**src/rtl/dpa_pkg.sv**
```systemverilog
package dpa_pkg;
  typedef enum logic [1:0] {
    WIN_NONE = 2'd0,
    WIN_L    = 2'd1,
    WIN_R    = 2'd2
  } win_e;

  // Decide a fresh collision: the port whose key was already standing wins,
  // a simultaneous start goes to the left port.
  function automatic win_e pick_winner(input logic l_fresh, input logic r_fresh);
    if (!l_fresh && r_fresh) return WIN_L;
    if (l_fresh && !r_fresh) return WIN_R;
    return WIN_L;
  endfunction
endpackage

```
**src/rtl/dpa_port_track.sv**
```systemverilog
module dpa_port_track #(
  parameter int AW = 14
) (
  input  logic          clk,
  input  logic          rst_n,
  input  logic          en_n,
  input  logic [AW-1:0] addr,
  output logic          fresh
);
  logic          prev_act_q;
  logic [AW-1:0] prev_addr_q;

  function automatic logic key_changed(input logic was_act, input logic [AW-1:0] was_addr,
                                       input logic [AW-1:0] now_addr);
    return !was_act || (was_addr != now_addr);
  endfunction

  always_ff @(posedge clk or negedge rst_n) begin
    if (!rst_n) begin
      prev_act_q  <= 1'b0;
      prev_addr_q <= '0;
    end else begin
      prev_act_q  <= !en_n;
      prev_addr_q <= addr;
    end
  end

  assign fresh = key_changed(prev_act_q, prev_addr_q, addr);
endmodule

```
**src/rtl/dpa_arbiter.sv**
```systemverilog
module dpa_arbiter
  import dpa_pkg::*;
(
  input  logic clk,
  input  logic rst_n,
  input  logic master_mode,
  input  logic hit,
  input  logic l_fresh,
  input  logic r_fresh,
  output win_e win_d,
  output win_e win_q
);
  always_comb begin
    if (!master_mode || !hit)  win_d = WIN_NONE;
    else if (win_q != WIN_NONE) win_d = win_q;
    else                        win_d = pick_winner(l_fresh, r_fresh);
  end

  always_ff @(posedge clk or negedge rst_n) begin
    if (!rst_n) win_q <= WIN_NONE;
    else        win_q <= win_d;
  end


  hold_left_chk: assert property (@(posedge clk) disable iff (!rst_n)
    (win_q == WIN_L && hit && master_mode) |=> (win_q == WIN_L));

  hold_right_chk: assert property (@(posedge clk) disable iff (!rst_n)
    (win_q == WIN_R && hit && master_mode) |=> (win_q == WIN_R));

  tie_left_chk: assert property (@(posedge clk) disable iff (!rst_n)
    (win_q == WIN_NONE && hit && master_mode && l_fresh && r_fresh) |=> (win_q == WIN_L));

  release_chk: assert property (@(posedge clk) disable iff (!rst_n)
    (!hit) |=> (win_q == WIN_NONE));
endmodule

```
**src/rtl/dpa_gate.sv**
```systemverilog
module dpa_gate (
  input  logic clk,
  input  logic rst_n,
  input  logic master_mode,
  input  logic lost,
  input  logic busy_in_n,
  input  logic wr,
  output logic busy_out_n,
  output logic inhibit,
  output logic wr_gated
);
  logic inh_d;

  assign inh_d = master_mode ? lost : !busy_in_n;

  always_ff @(posedge clk or negedge rst_n) begin
    if (!rst_n) begin
      busy_out_n <= 1'b1;
      inhibit    <= 1'b0;
      wr_gated   <= 1'b0;
    end else begin
      busy_out_n <= !(master_mode && lost);
      inhibit    <= inh_d;
      wr_gated   <= wr && !inh_d;
    end
  end


  drop_write_chk: assert property (@(posedge clk) disable iff (!rst_n)
    inhibit |-> !wr_gated);

  slave_quiet_chk: assert property (@(posedge clk) disable iff (!rst_n)
    (!master_mode) |=> busy_out_n);

  slave_follow_chk: assert property (@(posedge clk) disable iff (!rst_n)
    (!master_mode) |=> (inhibit == !$past(busy_in_n)));

  pass_write_chk: assert property (@(posedge clk) disable iff (!rst_n)
    (wr && !master_mode && busy_in_n) |=> wr_gated);
endmodule

```
**src/rtl/dp_collide_arb.sv**
```systemverilog
module dp_collide_arb
  import dpa_pkg::*;
#(
  parameter int AW = 14
) (
  input  logic          clk,
  input  logic          rst_n,
  input  logic          master_mode,
  input  logic          l_en_n,
  input  logic [AW-1:0] l_addr,
  input  logic          l_wr,
  input  logic          l_busy_in_n,
  input  logic          r_en_n,
  input  logic [AW-1:0] r_addr,
  input  logic          r_wr,
  input  logic          r_busy_in_n,
  output logic          l_busy_out_n,
  output logic          r_busy_out_n,
  output logic          l_inhibit,
  output logic          r_inhibit,
  output logic          l_wr_gated,
  output logic          r_wr_gated
);
  localparam int NPORT = 2;

  logic hit;
  logic l_fresh, r_fresh;
  win_e win_d, win_q;

  function automatic logic same_word(input logic a_en_n, input logic b_en_n,
                                     input logic [AW-1:0] a, input logic [AW-1:0] b);
    return !a_en_n && !b_en_n && (a == b);
  endfunction

  assign hit = same_word(l_en_n, r_en_n, l_addr, r_addr);

  dpa_port_track #(.AW(AW)) u_trk_l (
    .clk(clk), .rst_n(rst_n), .en_n(l_en_n), .addr(l_addr), .fresh(l_fresh));
  dpa_port_track #(.AW(AW)) u_trk_r (
    .clk(clk), .rst_n(rst_n), .en_n(r_en_n), .addr(r_addr), .fresh(r_fresh));

  dpa_arbiter u_arb (
    .clk(clk), .rst_n(rst_n), .master_mode(master_mode), .hit(hit),
    .l_fresh(l_fresh), .r_fresh(r_fresh), .win_d(win_d), .win_q(win_q));

  logic [NPORT-1:0] lost_v, bin_v, wr_v, bout_v, inh_v, wg_v;
  assign lost_v = {win_d == WIN_L, win_d == WIN_R};
  assign bin_v  = {r_busy_in_n, l_busy_in_n};
  assign wr_v   = {r_wr, l_wr};

  for (genvar p = 0; p < NPORT; p++) begin : g_port
    dpa_gate u_gate (
      .clk(clk), .rst_n(rst_n), .master_mode(master_mode),
      .lost(lost_v[p]), .busy_in_n(bin_v[p]), .wr(wr_v[p]),
      .busy_out_n(bout_v[p]), .inhibit(inh_v[p]), .wr_gated(wg_v[p]));
  end

  assign l_busy_out_n = bout_v[0];
  assign r_busy_out_n = bout_v[1];
  assign l_inhibit    = inh_v[0];
  assign r_inhibit    = inh_v[1];
  assign l_wr_gated   = wg_v[0];
  assign r_wr_gated   = wg_v[1];


  never_both_busy_chk: assert property (@(posedge clk) disable iff (!rst_n)
    !(!l_busy_out_n && !r_busy_out_n));

  idle_release_chk: assert property (@(posedge clk) disable iff (!rst_n)
    (!hit) |=> (l_busy_out_n && r_busy_out_n));

  master_inhibit_chk: assert property (@(posedge clk) disable iff (!rst_n)
    master_mode |=> (l_inhibit == !l_busy_out_n && r_inhibit == !r_busy_out_n));

  standing_left_chk: assert property (@(posedge clk) disable iff (!rst_n)
    (master_mode && hit && win_q == WIN_NONE && !l_fresh && r_fresh) |=> !r_busy_out_n);
endmodule

```
**config.mk**
```make
export PLATFORM = sky130hd
export DESIGN_NAME = dp_collide_arb
export DESIGN_NICKNAME = d
export VERILOG_FILES = /design/src/rtl/dpa_pkg.sv /design/src/rtl/dpa_port_track.sv /design/src/rtl/dpa_arbiter.sv /design/src/rtl/dpa_gate.sv /design/src/rtl/dp_collide_arb.sv
export SDC_FILE = /design/constraint.sdc
export NUM_CORES = 1
export LEC_CHECK = 0
export ABC_CLOCK_PERIOD_IN_PS = 1300
export BUFFER_PORTS_ARGS = -buffer_cell sky130_fd_sc_hd__buf_4
export CORE_MARGIN = 3
export CORE_UTILIZATION = 45
export DETAILED_ROUTE_END_ITERATION = 12
export PLACE_DENSITY = 0.79
export SKIP_LAST_GASP = 1
export SLEW_MARGIN = 40
export SYNTH_ARGS = -nofsm -noshare
export SYNTH_HDL_FRONTEND = slang
export SYNTH_SLANG_ARGS = --single-unit
```
**constraint.sdc**
```tcl
create_clock -name clk -period 1.3 [get_ports clk]
set_input_delay 0.13 -clock clk [delete_from_list [all_inputs] [get_ports clk]]
set_output_delay 0.13 -clock clk [all_outputs]
set_load 0.02 [all_outputs]
```
# Yosys cells after proc, flatten, opt, wreduce, memory -nomap -nowiden
# Index checks and enable logic that the tools add are counted.
# op_classes
addsub	0
multipliers	0
div	0
order_cmp	0
eq_ne	5
shifts	0
n_mux	15
bitwise_logic	0
n_reduce_logical	26
# op_table
operator	count
14-bit inequality test	2
14-bit == test	1
1-bit zero test	14
2-bit two-way mux	6
1-bit two-way mux	9
1-bit logical AND	8
1-bit logical OR	3
2-bit by 1-bit == test with 1-bit output, second input constant	1
2-bit == test, second input constant	1
2-bit nonzero test	1
# word_totals
regBits	38
latchBits	0
ramBits	0
mem_bits_ro	0
out_inout_bits	6
word_cells	57
n_memories	0

# Logic depth before layout (Yosys ltp)
# depth
depth_word	18
mapped_depth	5
mapped_depth_nobuf	5

# By module
# From an unflattened synthesis, not the netlist that was laid out.
# unflattened
hier_cells	115
hier_area_um2	1562.7
# modules_own_cells
module	n_inst	cells_per_inst	area_each_um2
dpa_port_track	2	35	533.0
dpa_gate	2	8	117.6
dp_collide_arb	1	22	175.2
dpa_arbiter	1	7	86.3

# Worst setup path before layout
# Ideal clock, no wire load.
# synth_timing
path_kind	flip-flop to flip-flop
from	register u_trk_l.prev_addr_q[2]
to	register g_port[0].u_gate.inhibit
t_arrival_ns	1.265
setup_slack_ns	-0.090
stages_incl_launch_ff	6
path_buffers	0
synth_period_minus_slack_ns	1.390
cell_sequence	dfrtp_1 xnor2_1 nand4_1 nor4_1 nor3b_1 or2_1
# synth_via
elab_chain_len	13
elab_cells_between_ends	19
classes_between	2 x eq/ne; 13 x mux; 4 x reduce/logical
# synth_rtl
element	line	source
start, declared	dpa_port_track.sv:11	logic [AW-1:0] prev_addr_q;
start signal, assigned	dpa_port_track.sv:24	prev_addr_q <= addr;
14-bit inequality test *	dpa_port_track.sv:15	return !was_act || (was_addr != now_addr);
1-bit logical OR *	dpa_port_track.sv:15	
1-bit logical AND	dpa_pkg.sv:12	if (l_fresh && !r_fresh) return WIN_R;
1-bit two-way mux (2 in a row)	dpa_pkg.sv:12	
1-bit two-way mux	dpa_arbiter.sv:15	else if (win_q != WIN_NONE) win_d = win_q;
1-bit two-way mux	dpa_arbiter.sv:14	if (!master_mode || !hit) win_d = WIN_NONE;
2-bit two-way mux	dpa_pkg.sv:13	return WIN_L;
2-bit two-way mux *	dpa_pkg.sv:12	
2-bit two-way mux *	dpa_arbiter.sv:15	
2-bit two-way mux *	dpa_arbiter.sv:14	
2-bit == test *	dp_collide_arb.sv:47	assign lost_v = {win_d == WIN_L, win_d == WIN_R};
1-bit two-way mux *	dpa_gate.sv:14	assign inh_d = master_mode ? lost : !busy_in_n;
named net g_port[0].u_gate.inh_d	dpa_gate.sv:12	logic inh_d;
end signal, assigned	dpa_gate.sv:23	inhibit <= inh_d;
end, declared	dpa_gate.sv:9	output logic inhibit,
# Mark *: on every way through the listed nets, which the timed path passes. The rest lies on a longest branch. The select of a mux whose other input is x is not followed.

# Worst setup path in the final report
# layout_timing
from	register u_trk_l.prev_addr_q[0]
to	register g_port[0].u_gate.inhibit
# The elaborated chain is that of the path after synthesis.

==> results.json <==
{
  "status": "finished with violations",
  "violations": "setup timing",
  "ys_warn_count": 0,
  "syn_area_sq_um": 1630,
  "cp_slowest_stage_delay_ns": 0.44,
  "synth_cells": 128,
  "reg2reg_depth": 5,
  "reg2reg_to": "g_port[0].u_gate.inhibit$_DFF_PN0_",
  "synth-edff-count": 0,
  "numCtsBuffers": 5,
  "io_buffers": 42,
  "cts-htree-levels": 2,
  "placed_area_sq_um": 2130,
  "clkTransAtPathRegs_ns": 0.11,
  "peakVddDrop_mv": 0.879,
  "routedWlPerCell_microns": 17.2,
  "start_util_pct": 47.8,
  "die_area_sq_um": 4390,
  "leakage_nw": 1.18,
  "synth_ff_type": "dfrtp_1",
  "gp_congestion": 0.849,
  "crit_type": "flip-flop to flip-flop",
  "clk_latency_ns": 0.36,
  "post-dp-hpwl_microns": 3040,
  "start_kind": "flip-flop",
  "cp-endpoint": "g_port[0].u_gate.inhibit$_DFF_PN0_",
  "areaGrowthSynthToFinish_pct": 61.5,
  "drt_iter0_drc": 52,
  "grt_pass1_vias": 1480,
  "drive_gt1_share_pct": 37.9,
  "fin_skew_ns": 0.00427,
  "worstReg2RegStart": "u_trk_l.prev_addr_q[0]$_DFF_PN0_",
  "antenna_found_initial": 0,
  "wirelength_microns": 4680,
  "cp.arrival_ns": 1.85,
  "async_flop_share_pct": 100,
  "ios": 43,
  "seq_area_frac_synth_pct": 58.4,
  "setup_ws_ns": -0.307,
  "synth.area.top_cells": "dfrtp_1, xnor2_1, xor2_1, nand4_1, nor4_1",
  "cp.required_ns": 1.55,
  "die_y_microns": 66.2,
  "instances_no_fill": 273,
  "nNetsFinal": 263,
  "max_slew.worst_pin.slew_ns": 0.463,
  "cap_violations": 0,
  "grt_max_degree": 39,
  "whs_path_depth": 2,
  "routed-via-count": 1407,
  "finalInstanceArea_sq_um": 2640,
  "cts-root-buf": "clkbuf_4",
  "viasPerCell": 5.15,
  "ys_ff_latch": 38,
  "num_antenna_cells": 0,
  "finalSetupViolations": 8,
  "powerDensity_nw_per_um2": 942,
  "cp-startpoint": "u_trk_l.prev_addr_q[0]$_DFF_PN0_",
  "drc": 0,
  "slew_violations": 0,
  "ys_types": 20,
  "firstDrtPassIters": 4,
  "cp_slowest_cell": "dfrtp_1",
  "max-slew-margin-rel_pct": 69.1,
  "clock_sinks": 38,
  "rows": 21,
  "hold_violations": 0,
  "grt_pass1_wl_microns": 7220,
  "yosys.area.top_type": "dfrtp_1",
  "grtUsageTotal_pct": 23.5,
  "gr-total-overflow": 0,
  "postSynthAreaPerCell_sq_um": 12.8,
  "synth_nets": 165,
  "ant_nets": 0,
  "fp.dieW_microns": 66.2,
  "cts_tree": "yes",
  "netlist.area_leader.share_pct": 55.2,
  "crit_path_cell_trace": "xnor2_2, nand4_1, nor4_4, nor3b_2, or2_1",
  "period_share_pct": 124,
  "hp-class": "primary input to flip-flop",
  "floorplan.core_area_sq_um": 3420,
  "rsz0062_at_grt": "yes",
  "end_kind": "flip-flop",
  "cp_max_fo": 2,
  "layout_min_cycle_time_ns": 1.61,
  "dp_cells": 231,
  "clockBufferDepth": 2,
  "power_mw": 2.49,
  "max_freq_mhz": 622,
  "worst-r2r-setup-slack_ns": -0.31
}
-- area by class of cell --
class | count | area [sq um]
well taps | 46 | 57.6
repair buffers | 91 | 763
clock inverters | 1 | 5.00
clock buffers | 7 | 55.1
multi-input cells | 87 | 792
flip-flops and latches | 38 | 953
fillers | 210 | 778
inverters | 3 | 11.3
-- metal layers --
metal | up-vias | track usage, % | share of wire [%]
met2 | 52 | 39.8 | 53
li1 | 649 | - | -
met5 | - | 0 | 0
met1 | 696 | 25.8 | 37
met3 | 10 | 6.97 | 6.1
met4 | 0 | 13.7 | 3.2
-- state kept, by name (all words and copies together) (netlist names) --
signal,cells
u_trk_l.prev_addr_q,14
u_trk_r.prev_addr_q,14
g_port.u_gate.busy_out_n,2
g_port.u_gate.inhibit,2
g_port.u_gate.wr_gated,2
u_arb.win_q,2
u_trk_l.prev_act_q,1
u_trk_r.prev_act_q,1
-- report_power, final --
group / total, mW / internal (mW) / leakage [nW] / switching (mW)
registers: 1.27 / 1.24 / 0.449 / 0.0315
logic: 0.557 / 0.301 / 0.694 / 0.255
clock network: 0.661 / 0.262 / 0.0353 / 0.399
total: 2.49 / 1.80 / 1.18 / 0.686
-- worst min-delay path by stage --
stage               from                                  end  slack (ns)
2_1_floorplan      rst_n   g_port[0].u_gate.inhibit$_DFF_PN0_       -0.17
3_3_place_gp       rst_n   g_port[1].u_gate.inhibit$_DFF_PN0_        0.11
3_5_place_dp       rst_n   g_port[1].u_gate.inhibit$_DFF_PN0_        0.12
4_1_cts        r_addr[3]     u_trk_r.prev_addr_q[3]$_DFF_PN0_       0.002
5_1_grt             r_wr  g_port[1].u_gate.wr_gated$_DFF_PN0_        0.02
6_report            r_wr  g_port[1].u_gate.wr_gated$_DFF_PN0_        0.01
-- cells by family after synthesis --
family | count (synthesis) | share of synthesized area [%]
buffers and inverters | 3 | 0.690
DFF | 38 | 58.4
and+or+nand+nor | 38 | 15.1
AOI/OAI and AO/OA | 7 | 3.29
xor gates and xnor gates | 42 | 22.5
-- cell usage after synthesis, drive strengths merged, types with 2 or more instances --
cell   count
nor3       2
nor3b      3
nand3      4
nand4     14
dfstp      2
nor2       3
dfrtp     36
xor2      14
inv        3
xnor2     28
o21ai      3
nor4      10
-- per-stage QoR --
step           utilization (%)  worst slack, ns  hold slack (ns)  setup TNS [ns]
3_3_place_gp              62.4           -0.235            0.110           -1.32
3_5_place_dp              62.4           -0.315            0.119           -1.91
4_1_cts                   75.7           -0.247          0.00244           -1.63
2_1_floorplan                -          -0.0540           -0.166         -0.0648
5_1_grt                   77.2           -0.396           0.0197           -2.56
6_report                  77.2           -0.307           0.0123           -1.94
-- cell usage in the layout (no fill, tap or decap) --
cell type / synthesis / layout
o211ai_2: 1 / 1
xnor2_1: 28 / 18
nor3b_2: 1 / 2
clkbuf_4: 0 / 5
o2bb2ai_1: 1 / 1
dlygate4sd3_1: 0 / 32
nor3_1: 2 / 2
or2_1: 1 / 1
xnor2_2: 0 / 10
xor2_2: 0 / 1
o21a_1: 1 / 1
o21ai_1: 0 / 2
clkbuf_8: 0 / 1
o211a_1: 1 / 1
nand2b_1: 1 / 1
nand3_1: 4 / 4
dfstp_2: 2 / 2
dfrtp_1: 36 / 36
nor4_1: 9 / 6
nand4_1: 14 / 14
nor4_4: 1 / 3
xor2_1: 14 / 13
nor2_1: 3 / 3
clkinv_2: 0 / 1
inv_1: 3 / 3
buf_4: 0 / 59
nor4_2: 0 / 1
o21ai_0: 3 / 1
nor3b_1: 2 / 1
clkbuf_1: 0 / 1
-- critical path: cells and delay by family, from the launching register on --
kind | cells | cell delay [ns]
xor+xnor | 1 | 0.22
flops | 1 | 0.44
simple gates | 4 | 0.84
-- repair_timing --
item / in CTS / in global routing
endpoints found under the setup margin: 8 / 8
setup buffers: 2 / 0
cloned: 0 / 0
endpoints found under the hold margin: 65 / 2
hold buffers: 30 / 2
gates resized for setup: 13 / 4
pin swaps: 3 / 2
Note: power is estimated with default switching activity, not from simulation.
